<file path="src/rtl/irq_route_pkg.sv">
package irq_route_pkg;
    localparam int unsigned SLOT_PERIPH   = 5;
    localparam int unsigned SLOT_GFX      = 6;
    localparam int unsigned SLOT_NET      = 7;
    localparam int unsigned SLOT_EXP_LO   = 8;
    localparam int unsigned SLOT_EXP_HI   = 12;
    localparam int unsigned LINE_GFX      = 4;
    localparam int unsigned LINE_NET      = 5;
    localparam int unsigned LINE_EXP_BASE = 6;

    typedef enum logic [1:0] {
        TRIG_NONE  = 2'd0,
        TRIG_LEVEL = 2'd1,
        TRIG_EDGE  = 2'd2
    } trig_kind_e;
endpackage

</file>
<file path="src/rtl/irq_slot_map.sv">
module irq_slot_map
    import irq_route_pkg::*;
#(
    parameter int unsigned SLOT_W   = 5,
    parameter int unsigned PIN_W    = 2,
    parameter int unsigned LINE_W   = 5,
    parameter int unsigned GNUM_W   = 6,
    parameter int unsigned IRQ_BASE = 32
) (
    input  logic [SLOT_W-1:0] slot_i,
    input  logic [PIN_W-1:0]  pin_i,
    output logic              routed_o,
    output logic [LINE_W-1:0] line_o,
    output logic [GNUM_W-1:0] gnum_o
);
    always_comb begin
        routed_o = 1'b1;
        line_o   = '0;
        if (32'(slot_i) == SLOT_PERIPH) begin
            line_o = LINE_W'(pin_i);
        end else if (32'(slot_i) == SLOT_GFX) begin
            line_o = LINE_W'(LINE_GFX);
        end else if (32'(slot_i) == SLOT_NET) begin
            line_o = LINE_W'(LINE_NET);
        end else if (32'(slot_i) >= SLOT_EXP_LO && 32'(slot_i) <= SLOT_EXP_HI) begin
            line_o = LINE_W'(32'(slot_i) - SLOT_EXP_LO + 32'(pin_i) + LINE_EXP_BASE);
        end else begin
            routed_o = 1'b0;
        end
        gnum_o = routed_o ? GNUM_W'(32'(line_o) + IRQ_BASE) : GNUM_W'(pin_i);
    end
endmodule

</file>
<file path="src/rtl/irq_trigger.sv">
module irq_trigger
    import irq_route_pkg::*;
#(
    parameter int unsigned NUM_LINES = 32,
    parameter int unsigned LINE_W    = 5
) (
    input  logic                 clk,
    input  logic                 rst_n,
    input  logic                 evt_i,
    input  logic                 routed_i,
    input  logic [LINE_W-1:0]    line_i,
    input  logic [NUM_LINES-1:0] edge_cfg_i,
    input  logic [NUM_LINES-1:0] pol_cfg_i,
    output logic                 irq_o
);
    typedef struct packed {
        logic irq;
        logic pulse;
    } trig_state_t;

    trig_state_t st_d, st_q;
    trig_kind_e  kind;

    always_comb begin
        kind = TRIG_NONE;
        if (evt_i && routed_i) begin
            kind = edge_cfg_i[line_i] ? TRIG_EDGE : TRIG_LEVEL;
        end
        st_d = st_q;
        if (st_q.pulse) begin
            st_d.irq   = 1'b0;
            st_d.pulse = 1'b0;
        end
        case (kind)
            TRIG_EDGE: begin
                st_d.irq   = 1'b1;
                st_d.pulse = 1'b1;
            end
            TRIG_LEVEL: begin
                st_d.irq   = pol_cfg_i[line_i];
                st_d.pulse = 1'b0;
            end
            default: ;
        endcase
    end

    always_ff @(posedge clk) begin
        if (!rst_n) st_q <= '0;
        else        st_q <= st_d;
    end

    assign irq_o = st_q.irq;

    p_edge_raise_r7: assert property (@(posedge clk) disable iff (!rst_n)
        (evt_i && routed_i && edge_cfg_i[line_i]) |=> irq_o);
    p_pulse_drop_r7: assert property (@(posedge clk) disable iff (!rst_n)
        (st_q.pulse && !(evt_i && routed_i && edge_cfg_i[line_i])) |=> !irq_o);
    p_level_follow_r8: assert property (@(posedge clk) disable iff (!rst_n)
        (evt_i && routed_i && !edge_cfg_i[line_i]) |=> (irq_o == $past(pol_cfg_i[line_i])));
    p_unrouted_hold_r5: assert property (@(posedge clk) disable iff (!rst_n)
        (!st_q.pulse && !(evt_i && routed_i)) |=> $stable(irq_o));
endmodule

</file>
<file path="src/rtl/irq_slot_router.sv">
module irq_slot_router
    import irq_route_pkg::*;
#(
    parameter int unsigned NUM_LINES = 32,
    parameter int unsigned IRQ_BASE  = 32,
    parameter int unsigned SLOT_W    = 5,
    parameter int unsigned PIN_W     = 2
) (
    input  logic                                        clk,
    input  logic                                        rst_n,
    input  logic                                        evt_i,
    input  logic [SLOT_W-1:0]                           evt_slot_i,
    input  logic [PIN_W-1:0]                            evt_pin_i,
    input  logic [NUM_LINES-1:0]                        edge_cfg_i,
    input  logic [NUM_LINES-1:0]                        pol_cfg_i,
    output logic [$clog2(IRQ_BASE+NUM_LINES)-1:0]       irq_num_o,
    output logic                                        num_routed_o,
    output logic                                        num_vld_o,
    output logic                                        cpu_irq_o
);
    localparam int unsigned LINE_W = $clog2(NUM_LINES);
    localparam int unsigned GNUM_W = $clog2(IRQ_BASE + NUM_LINES);

    typedef struct packed {
        logic              vld;
        logic              routed;
        logic [GNUM_W-1:0] gnum;
    } num_state_t;

    logic              map_routed;
    logic [LINE_W-1:0] map_line;
    logic [GNUM_W-1:0] map_gnum;
    num_state_t        ns_d, ns_q;

    irq_slot_map #(
        .SLOT_W  (SLOT_W),
        .PIN_W   (PIN_W),
        .LINE_W  (LINE_W),
        .GNUM_W  (GNUM_W),
        .IRQ_BASE(IRQ_BASE)
    ) u_map (
        .slot_i  (evt_slot_i),
        .pin_i   (evt_pin_i),
        .routed_o(map_routed),
        .line_o  (map_line),
        .gnum_o  (map_gnum)
    );

    irq_trigger #(
        .NUM_LINES(NUM_LINES),
        .LINE_W   (LINE_W)
    ) u_trig (
        .clk       (clk),
        .rst_n     (rst_n),
        .evt_i     (evt_i),
        .routed_i  (map_routed),
        .line_i    (map_line),
        .edge_cfg_i(edge_cfg_i),
        .pol_cfg_i (pol_cfg_i),
        .irq_o     (cpu_irq_o)
    );

    always_comb begin
        ns_d     = ns_q;
        ns_d.vld = evt_i;
        if (evt_i) begin
            ns_d.routed = map_routed;
            ns_d.gnum   = map_gnum;
        end
    end

    always_ff @(posedge clk) begin
        if (!rst_n) ns_q <= '0;
        else        ns_q <= ns_d;
    end

    assign irq_num_o    = ns_q.gnum;
    assign num_routed_o = ns_q.routed;
    assign num_vld_o    = ns_q.vld;

    p_vld_strobe_r6: assert property (@(posedge clk) disable iff (!rst_n)
        evt_i |=> num_vld_o);
    p_hold_num_r6: assert property (@(posedge clk) disable iff (!rst_n)
        !evt_i |=> (!num_vld_o && $stable(irq_num_o)));
    p_periph_map_r2: assert property (@(posedge clk) disable iff (!rst_n)
        (evt_i && 32'(evt_slot_i) == SLOT_PERIPH) |=>
        (32'(irq_num_o) == IRQ_BASE + 32'($past(evt_pin_i))));
    p_routed_range_r4: assert property (@(posedge clk) disable iff (!rst_n)
        (num_vld_o && num_routed_o) |-> (32'(irq_num_o) >= IRQ_BASE));
endmodule

</file>
<file path="config.mk">
export PLATFORM = sky130hd
export DESIGN_NAME = irq_slot_router
export DESIGN_NICKNAME = d
export VERILOG_FILES = /design/src/rtl/irq_route_pkg.sv /design/src/rtl/irq_slot_map.sv /design/src/rtl/irq_trigger.sv /design/src/rtl/irq_slot_router.sv
export SDC_FILE = /design/constraint.sdc
export NUM_CORES = 1
export LEC_CHECK = 0
export ABC_AREA = 1
export BUFFER_PORTS_ARGS = -buffer_cell sky130_fd_sc_hd__buf_4
export CORE_UTILIZATION = 42
export DETAILED_ROUTE_END_ITERATION = 8
export PLACE_DENSITY = 0.87
export SKIP_CTS_REPAIR_TIMING = 1
export SLEW_MARGIN = 10
export SYNTH_ARGS = -nofsm -noshare
export SYNTH_HDL_FRONTEND = slang
export SYNTH_SLANG_ARGS = --single-unit
</file>
<file path="constraint.sdc">
create_clock -name clk -period 2.2 [get_ports clk]
set_input_delay 0.33 -clock clk [delete_from_list [all_inputs] [get_ports clk]]
set_output_delay 0.33 -clock clk [all_outputs]
set_load 0.005 [all_outputs]
</file>
==> flow_summary.yaml <==
outcome:
  status: "finished, violations left"
  violations: "negative setup slack"
synth:
  synth_xor_area_frac: 0.00556
  synth_seq_cells: 9
  synth_cells: 278
  synth_compound_area_frac: 0.0405
  synthAdderAreaFrac: 0.0843
  yosysUniqueCellTypes: 24
  synth_area_per_cell_sq_um: 5.66
  synthSimpleGateAreaFrac: 0.561
  syn_nets: 362
  yosys_warnings: 0
  synth.area.top_cells: "nand3_1, nand2_1, inv_1"
  synthMuxAreaShare: 0
  netlist_area_sq_um: 1570
  yosysTopAreaCell: "nand3_1"
  netlist.area_leader.share: 0.242
  yosysSeqAreaShare: 0.114
  synth_top_family_by_area: "simple AND/OR/NAND/NOR gates"
setup_path:
  worstPathRequired_ps: 2330
  worstPathArrival_ps: 2420
  startpoint: "evt_slot_i[1]"
  cp_top_family: "adder cells"
  critical_path.most_common_cell: "nand3_2"
  crit_chain: "buf_8 > inv_4 > ha_4 > inv_2 > ha_4 > fa_1 > nand2_2 > o21ai_4 > buf_12 > nand3_2 > nand3_2 > nand3_2 > nand2_2 > nand3_2 > nand2_1 > inv_1"
  end_kind: "register"
  max_stage_delay_ps: 540
  critical_path.startpoint_type: "input port"
  reg2reg_from: "u_trig.st_q[0]"
  crit_path_top_delay_cell: "fa_1"
  path_class: "input port to register"
  critPathMaxFanout: 4
  critPathBufInv: 5
routing:
  firstDrtPassIters: 5
  drc: 0
  wl_mm: 5.53
  vias_per_cell: 5.18
  via_count: 2179
  wl_per_cell_microns: 13.1
  antenna_left: 0
  drt_iter0_markers: 143
timing:
  period_minus_slack_ps: 2290
  setup_ws_ps: -88.3
  skew_ps: 0.0133
  final.setup.tns_ps: -170
  max_slew_margin: 0.785
  finalSetupViolCount: 2
  worst_slew_pin_slew_ps: 321
  drv_slew: 0
  hold_viol: 0
  period_share: 1.04
  fmax_mhz: 437
  rsz0062_at_grt: "yes"
cts:
  clock_latency_ps: 230
  cts_tree: "done"
  clockBufferDepth: 2
  cts_root_buffer: "clkbuf_8"
  cts_made_buffers: 3
  cts.sinks: 9
  clk_pin_slew_worst_paths_ps: 50
  htree_levels: 1
power:
  fin_total_pwr_uw: 943
  p_leak_uw: 0.00145
  cellPowerDensity_nw_per_um2: 367
  peakVddDrop_uv: 209
floorplanning:
  core-area_sq_um: 3470
  rows: 21
  die-area_sq_um: 4000
  die_w_microns: 63.2
  fp.dieH_microns: 63.2
  ios: 83
  initial_core_util: 0.454
final_layout:
  area_growth_pct: 63.4
  final_common_cell: "buf_4"
  utilization: 0.742
  nets: 460
  fin_cells: 421
  antenna-diode-count: 0
  drive_above_1_share: 0.389
  final_cell_mix: "buf_4, nand3_1, nand2_1, inv_1, nand3b_1"
placement:
  portBuffers: 82
  dp_worst_setup_slack_ps: -280
  gp_congestion: 0.894
  dp_cells: 413
  dp_hpwl_mm: 3.89
hold_path:
  min_from: "rst_n"
  min_path_type: "input port to register"
run:
  cap_viol_max_count: 0
global_route:
  grt_max_degree: 20
  grt_pass1_vias: 1922
  antenna_found_initial: 0
  grt_first_pass_wirelength_mm: 8.20
  grt_usage: 0.252
  gr-total-overflow: 0
==> metal layers <==
layer | wire (microns) | vias to the layer above | global-route usage
met1 | 2160 | 961 | 0.299
met5 | 0 | - | 0
li1 | - | 1086 | -
met3 | 394 | 18 | 0.0290
met2 | 2790 | 114 | 0.464
met4 | 187 | 0 | 0.0852
==> cell usage after synthesis <==
cell type	number
nand3_1	76
o21ai_2	1
a21oi_1	1
nand2_1	63
clkbuf_1	1
buf_2	4
nor2_1	6
or2_2	1
o21bai_1	1
inv_2	6
ha_1	9
buf_4	5
dfxtp_1	9
o21ai_0	7
nand2_4	1
nand3_2	1
nand3b_1	23
a21o_1	1
buf_6	3
fa_1	1
nand2_2	4
xor2_1	1
inv_1	50
nor2_2	3
==> power breakdown <==
| group | switching [uW] | total (uW) | internal (uW) |
|---|---|---|---|
| Combinational | 287 | 569 | 282 |
| Sequential | 6.45 | 181 | 175 |
| Clock | 66.2 | 193 | 126 |
==> tightest hold or removal path: stages <==
cell and delay (ps):
buf_4 140, nand3_1 80, nand2_1 60
==> stage by stage <==
step                      hold slack [ps]  cell area (sq um)
final                                 407               2570
after global placement                474               2350
after CTS                             403               2390
after floorplan                       476               1580
after global routing                  410               2570
after detailed placement              483               2350
==> flip-flops by register name (all words and copies together), names as in the netlist <==
| register | count |
|---|---|
| irq_num_o | 5 |
| u_trig.irq_o | 1 |
| u_trig.st_q | 1 |
| num_routed_o | 1 |
| num_vld_o | 1 |
==> cell type report <==
type | instances | area, sq um
Tap cell | 46 | 57.6
Multi-Input combinational cell | 201 | 1210
Sequential cell | 9 | 180
Timing Repair Buffer | 104 | 850
Clock buffer | 4 | 45.0
Inverter | 56 | 220
Fill cell | 294 | 896
Timing Repair inverter | 1 | 7.51
==> logic make-up (layout without fill, tap and decap cells) <==
logic type / Yosys count / after routing
xor+xnor: 1 / 1
simple gates: 178 / 178
fa+ha+maj: 10 / 10
flops: 9 / 9
buf+inv: 69 / 165
compound gates: 11 / 12
==> final timing paths <==
| kind | endpoint | slack (ps) | cells past startpoint |
|---|---|---|---|
| worst min register to register | num_routed_o | 490 | 2 |
| worst max-delay path | u_trig.irq_o | -90 | 16 |
| worst max register to register | u_trig.irq_o | 1480 | 4 |
| worst min-delay path | num_routed_o | 410 | 3 |
Power figures use the tool's default switching activity.
